--- config.mk ---
export PLATFORM = sky130hd
export DESIGN_NAME = dbg_scan_chain
export DESIGN_NICKNAME = d
export VERILOG_FILES = /design/src/rtl/dbgscan_pkg.sv /design/src/rtl/dbgscan_decode.sv /design/src/rtl/dbgscan_shreg.sv /design/src/rtl/dbg_scan_chain.sv
export SDC_FILE = /design/constraint.sdc
export NUM_CORES = 1
export LEC_CHECK = 0
export ABC_AREA = 1
export ABC_CLOCK_PERIOD_IN_PS = 2400
export BUFFER_PORTS_ARGS = -buffer_cell sky130_fd_sc_hd__buf_4
export CAP_MARGIN = 20
export CELL_PAD_IN_SITES_DETAIL_PLACEMENT = 1
export CELL_PAD_IN_SITES_GLOBAL_PLACEMENT = 1
export CORE_ASPECT_RATIO = 2
export CORE_MARGIN = 10
export CORE_UTILIZATION = 35
export CTS_CLUSTER_DIAMETER = 100
export CTS_CLUSTER_SIZE = 16
export DETAILED_ROUTE_END_ITERATION = 10
export PLACE_DENSITY_LB_ADDON = 0.2
export SYNTH_ARGS = -nofsm -noshare
export SYNTH_HDL_FRONTEND = slang
export SYNTH_SLANG_ARGS = --single-unit
--- constraint.sdc ---
create_clock -name clk -period 2.4 [get_ports clk]
set_clock_uncertainty 0.15 [all_clocks]
set_input_delay 0.24 -clock clk [delete_from_list [all_inputs] [get_ports clk]]
set_output_delay 0.24 -clock clk [all_outputs]
set_load 0.005 [all_outputs]
--- src/rtl/dbgscan_pkg.sv ---
package dbgscan_pkg;

    localparam int unsigned ADDR_W = 5;

    typedef enum logic {
        DIR_READ  = 1'b0,
        DIR_WRITE = 1'b1
    } dir_e;

    // width of the register at a given number; zero marks an unmapped number
    function automatic int unsigned field_width(
        input logic [ADDR_W-1:0] num,
        input int unsigned       ctl_w,
        input int unsigned       sts_w
    );
        logic [2:0] slot;
        slot = num[2:0];
        case (num[4:3])
            2'd0: begin
                case (slot)
                    3'd0:    return ctl_w;
                    3'd1:    return sts_w;
                    3'd2:    return 8;
                    3'd4:    return 6;
                    3'd5:    return 32;
                    default: return 0;
                endcase
            end
            2'd1, 2'd2: begin
                case (slot)
                    3'd0, 3'd1, 3'd2, 3'd3: return 32;
                    3'd4:    return 9;
                    3'd5:    return 8;
                    default: return 0;
                endcase
            end
            default: return 0;
        endcase
    endfunction

endpackage

--- src/rtl/dbgscan_decode.sv ---
module dbgscan_decode
    import dbgscan_pkg::*;
#(
    parameter int unsigned DATA_W = 32,
    parameter int unsigned CTL_W  = 6,
    parameter int unsigned STS_W  = 5
) (
    input  logic [ADDR_W-1:0] num,
    output logic              hit,
    output logic [DATA_W-1:0] keep
);

    logic [31:0] width;

    assign width = field_width(num, CTL_W, STS_W);
    assign hit   = (width != 32'd0);

    for (genvar g = 0; g < DATA_W; g++) begin : g_keep
        assign keep[g] = (width > g);
    end

endmodule

--- src/rtl/dbgscan_shreg.sv ---
module dbgscan_shreg #(
    parameter int unsigned W = 38
) (
    input  logic         clk,
    input  logic         rst_n,
    input  logic         load,
    input  logic [W-1:0] load_val,
    input  logic         shift,
    input  logic         tdi,
    output logic [W-1:0] q
);

    logic [W-1:0] sr_d, sr_q;

    always_comb begin
        sr_d = sr_q;
        if (load) begin
            sr_d = load_val;
        end else if (shift) begin
            sr_d = {tdi, sr_q[W-1:1]};
        end
    end

    always_ff @(posedge clk or negedge rst_n) begin
        if (!rst_n) begin
            sr_q <= '0;
        end else begin
            sr_q <= sr_d;
        end
    end

    assign q = sr_q;

endmodule

--- src/rtl/dbg_scan_chain.sv ---
module dbg_scan_chain
    import dbgscan_pkg::*;
#(
    parameter int unsigned DATA_W = 32,
    parameter int unsigned CTL_W  = 6,
    parameter int unsigned STS_W  = 5
) (
    input  logic              clk,
    input  logic              rst_n,
    input  logic              capture_en,
    input  logic              shift_en,
    input  logic              update_en,
    input  logic              tdi,
    output logic              tdo,
    output logic [ADDR_W-1:0] bus_addr,
    output logic              bus_wr,
    output logic [DATA_W-1:0] bus_wdata,
    output logic              bus_rd,
    input  logic [DATA_W-1:0] bus_rdata
);

    localparam int unsigned CHAIN_W = DATA_W + ADDR_W + 1;

    typedef struct packed {
        logic [ADDR_W-1:0] addr;
        dir_e              dir;
    } latch_t;

    latch_t lat_d, lat_q;

    logic [CHAIN_W-1:0] sr_q;
    logic [CHAIN_W-1:0] cap_val;
    logic [ADDR_W-1:0]  sr_addr;
    logic               sr_dir;
    logic               upd_hit, lat_hit;
    logic [DATA_W-1:0]  upd_keep, lat_keep;
    logic               rd_fire, wr_fire;

    assign sr_addr = sr_q[DATA_W +: ADDR_W];
    assign sr_dir  = sr_q[CHAIN_W-1];

    dbgscan_decode #(.DATA_W(DATA_W), .CTL_W(CTL_W), .STS_W(STS_W)) u_dec_upd (
        .num  (sr_addr),
        .hit  (upd_hit),
        .keep (upd_keep)
    );

    dbgscan_decode #(.DATA_W(DATA_W), .CTL_W(CTL_W), .STS_W(STS_W)) u_dec_lat (
        .num  (lat_q.addr),
        .hit  (lat_hit),
        .keep (lat_keep)
    );

    // read happens at capture, against the number left by the previous scan
    assign rd_fire = capture_en && (lat_q.dir == DIR_READ) && lat_hit;
    assign wr_fire = update_en && sr_dir && upd_hit;

    assign cap_val = {lat_q.dir, lat_q.addr,
                      rd_fire ? (bus_rdata & lat_keep) : {DATA_W{1'b0}}};

    dbgscan_shreg #(.W(CHAIN_W)) u_sr (
        .clk      (clk),
        .rst_n    (rst_n),
        .load     (capture_en),
        .load_val (cap_val),
        .shift    (shift_en),
        .tdi      (tdi),
        .q        (sr_q)
    );

    always_comb begin
        lat_d = lat_q;
        if (update_en) begin
            lat_d.addr = sr_addr;
            lat_d.dir  = dir_e'(sr_dir);
        end
    end

    always_ff @(posedge clk or negedge rst_n) begin
        if (!rst_n) begin
            lat_q <= '{addr: '0, dir: DIR_READ};
        end else begin
            lat_q <= lat_d;
        end
    end

    assign tdo       = sr_q[0];
    assign bus_addr  = update_en ? sr_addr : lat_q.addr;
    assign bus_wr    = wr_fire;
    assign bus_rd    = rd_fire;
    assign bus_wdata = sr_q[DATA_W-1:0] & upd_keep;

endmodule

==> key figures <==
Status
  • Outcome: finished, final reports clean

Worst setup path
  • Worst EP required: 2010 ps
  • Peak per-stage delay on the critical path: 430 ps
  • Critical-path cell list: inv_1 -> ha_2 -> inv_2 -> nor3_4 -> buf_6 -> inv_1 -> nand2_2 -> a21oi_1 -> nor3b_2 -> buf_4
  • Worst Setup Start Kind: flip-flop
  • Arr. time, crit path: 1950 ps
  • Top Family by Delay on Critical Path: simple AND/OR/NAND/NOR gates
  • Slowest CP cell: dfrtp_1
  • Most frequent cell on the critical path: inv_1
  • Critical path class: flip-flop to output pin
  • Critical Path End Type: output pin
  • WP buf/inv: 5
  • CP Max Fanout: 4

Global routing
  • Pin count of the biggest net entering global routing: 45
  • Aggregate global routing overflow: 0
  • First-pass GRT wire length: between 15000 and 20000 um
  • Gr usage total: 16.3%
  • Vias in the first global route: 3143
  • Initial antenna violation count: 0

Power
  • Sequential power share: 33.5%
  • Clk network pwr share: 27.2%
  • Sw frac: 38.4%
  • Leakage: 1.73 nW
  • Internal power: approximately 1.8 mW
  • PwrDens: 783 nW/um2
  • Comb pwr share: 39.3%
  • Net Switching: 1.11 mW
  • Maximum resistive drop on vdd: 0.000426 V

Floorplanning
  • Vert. Die Dim: 146 um
  • Total I/O pin count: 78
  • Placement Rows: 45
  • Initial Util: 36.0%
  • Die X: 82.8 um
  • Core ar.: around 7700 um2
  • Die area: 12000 um2

STA
  • RSZ-0062 raised after global routing: yes
  • # setup viols final: 0
  • Fmax: 428 MHz
  • Final worst-path setup slack: ~64 ps
  • Period utilisation layout: 97.3%
  • Rel. slew slack: 59.9%
  • Final min period: around 2300 ps
  • Hold Fails Final Rpt: 0
  • Tightest Pin Transition: roughly 600 ps
  • Pins Over Slew Limit: 0
  • Hold_ws: approximately 50 ps

Drt
  • First DRT Iteration DRCs: 82
  • Drt via density: 5.19
  • Post-DRT Antenna Nets: 0
  • DRC Markers: 0
  • DR pass1 iterations: 4
  • WL/cell: 18.4 um
  • Total Wirelength: 9740 um
  • Vias: ~2800

Yosys
  • Syn avg cell area: 7.71 um2
  • Synth unique cells: 32
  • Seq/Total Area, Yosys: about 40%
  • Ranking of synthesized cells by area: dfrtp_1 (40%), nor2_1 (9.4%), o21ai_0 (7.3%)
  • Post-synthesis cell count: 358
  • FFs w/ async S/R, synth: 100%
  • Post-synth top cells: nor2_1 (69), inv_1 (47), dfrtp_1 (44), o21ai_0 (40), nand2_1 (37)
  • Yosys warns: 0
  • Synth top area share: 39.9%
  • Synth Flop Type: dfrtp_1
  • Yosys reg bits: between 40 and 50
  • Mapped Area: approximately 2800 um2
  • Post-synth EDFFs: 0
  • Synth area leader: dfrtp_1
  • Count leader, synth: nor2_1
  • Post-synth net total: 400

Clock tree
  • Clock transition at the registers of the reported paths: 60 ps
  • H-Tree Depth: 2
  • TritonCTS buffer count: 5
  • Clock tree sinks: 44
  • Worst-Skew Late Latency: 290 ps
  • CTS root buf: clkbuf_16
  • CTS tree: done
  • Longest Clk Path Bufs: 2

Final layout
  • Layout cells sized above 1: 37.4%
  • Diode count: 0
  • Post-Route Utilization: 48.3%
  • Final net count: 477
  • Fin cells: 530
  • Area Growth Syn to Fin: 34.2%

Place
  • Port Buffers: 77
  • GPL Wtd Cong: 0.883
  • DP HPWL: 7220 um
  • Placed Cells: 519
  • Dpl ws: around 30 ps

Job
  • Max Cap Violations: 0

Hold path
  • HP Class: input pin to flip-flop
## worst min-delay path, stage by stage
cell and delay [ps]:
buf_4 110, nand3_2 60, a21oi_2 40
## metal layers
layer  up-vias  track usage [%]  part of all wire, %
met3        20             3.09                  4.0
met4         0             7.32                  3.3
met1      1364             16.7                   35
met5         -                0                    0
li1       1303                -                    -
met2        65             29.5                   57
## stage by stage
stage / power, mW / instance area, um2 / TNS, ps
after global routing: 3.09 / 3700 / -132
final: 2.90 / 3700 / 0
after detailed placement: 2.02 / 3400 / 0
after CTS: 2.85 / 3600 / -0.146
after floorplan: 1.60 / 2760 / 0
after global placement: 1.99 / 3400 / 0
## registers in the layout (all words and copies together), names as in the netlist
name / count
cap_val: 6
u_sr.q: 38
## area by class of cell
cell class                      instances  area, um2
Clock buffer                            6        129
Timing Repair inverter                  1       8.76
Fill cell                             984       3960
Inverter                               54        223
Tap cell                               94        118
Sequential cell                        44       1100
Clock inverter                          2       35.0
Multi-Input combinational cell        245       1440
Timing Repair Buffer                   84        649
## power by group through the flow
stage / logic, mW / registers, mW / clock network [mW]
after floorplan: 0.659 / 0.938 / 0
after global placement: 1.02 / 0.972 / 0
after detailed placement: 1.04 / 0.979 / 0
after CTS: 1.07 / 0.966 / 0.811
after global routing: 1.27 / 0.988 / 0.836
final: 1.14 / 0.971 / 0.788
## worst paths after layout
path / depth (start not counted) / slack (ps) / start / endpoint
max: 10 / 60 / u_sr.q[36] / bus_wdata[8]
min: 3 / 50 / bus_rdata[29] / u_sr.q[29]
max reg2reg: 12 / 480 / cap_val[35] / u_sr.q[0]
min reg2reg: 2 / 380 / u_sr.q[37] / u_sr.q[37]
max in group asynchronous: 2 / 1310 / rst_n / u_sr.q[35]
min in group asynchronous: 2 / 350 / rst_n / u_sr.q[10]
## logic make-up (layout without fill, tap and decap cells)
family / Yosys count / count (layout) / share of synthesized area [%]
fa+ha+maj: 4 / 4 / 1.81
simple gates: 158 / 158 / 29.1
buf+inv: 69 / 147 / 11.3
compound gates: 83 / 83 / 17.9
flops: 44 / 44 / 39.9
## layout by cell type, fill, tap and decap left out, types with 3 or more instances in the layout
| cell type | netlist | final |
|---|---|---|
| inv_1 | 47 | 44 |
| nand3_1 | 19 | 17 |
| nor2_4 | 2 | 3 |
| nand2_2 | 2 | 5 |
| clkbuf_16 | 0 | 5 |
| nor2_1 | 69 | 64 |
| nand2_4 | 3 | 4 |
| nand3_2 | 18 | 20 |
| a21oi_2 | 15 | 15 |
| o21ai_0 | 40 | 38 |
| nand2_1 | 37 | 32 |
| nor2_2 | 3 | 7 |
| buf_4 | 1 | 81 |
| a21oi_1 | 19 | 19 |
| dfrtp_1 | 44 | 43 |
| inv_2 | 6 | 7 |
## timing repair
action                                  in CTS  in global routing
endpoints found under the setup margin      17                 19
gates resized for setup                      7                 28
hold buffers                                 1                  0
gates cloned                                 0                  1
buffers inserted                             0                  1
pin swaps                                    0                  6
endpoints found under the hold margin       44                  0
(Power assumes the default switching activity.)
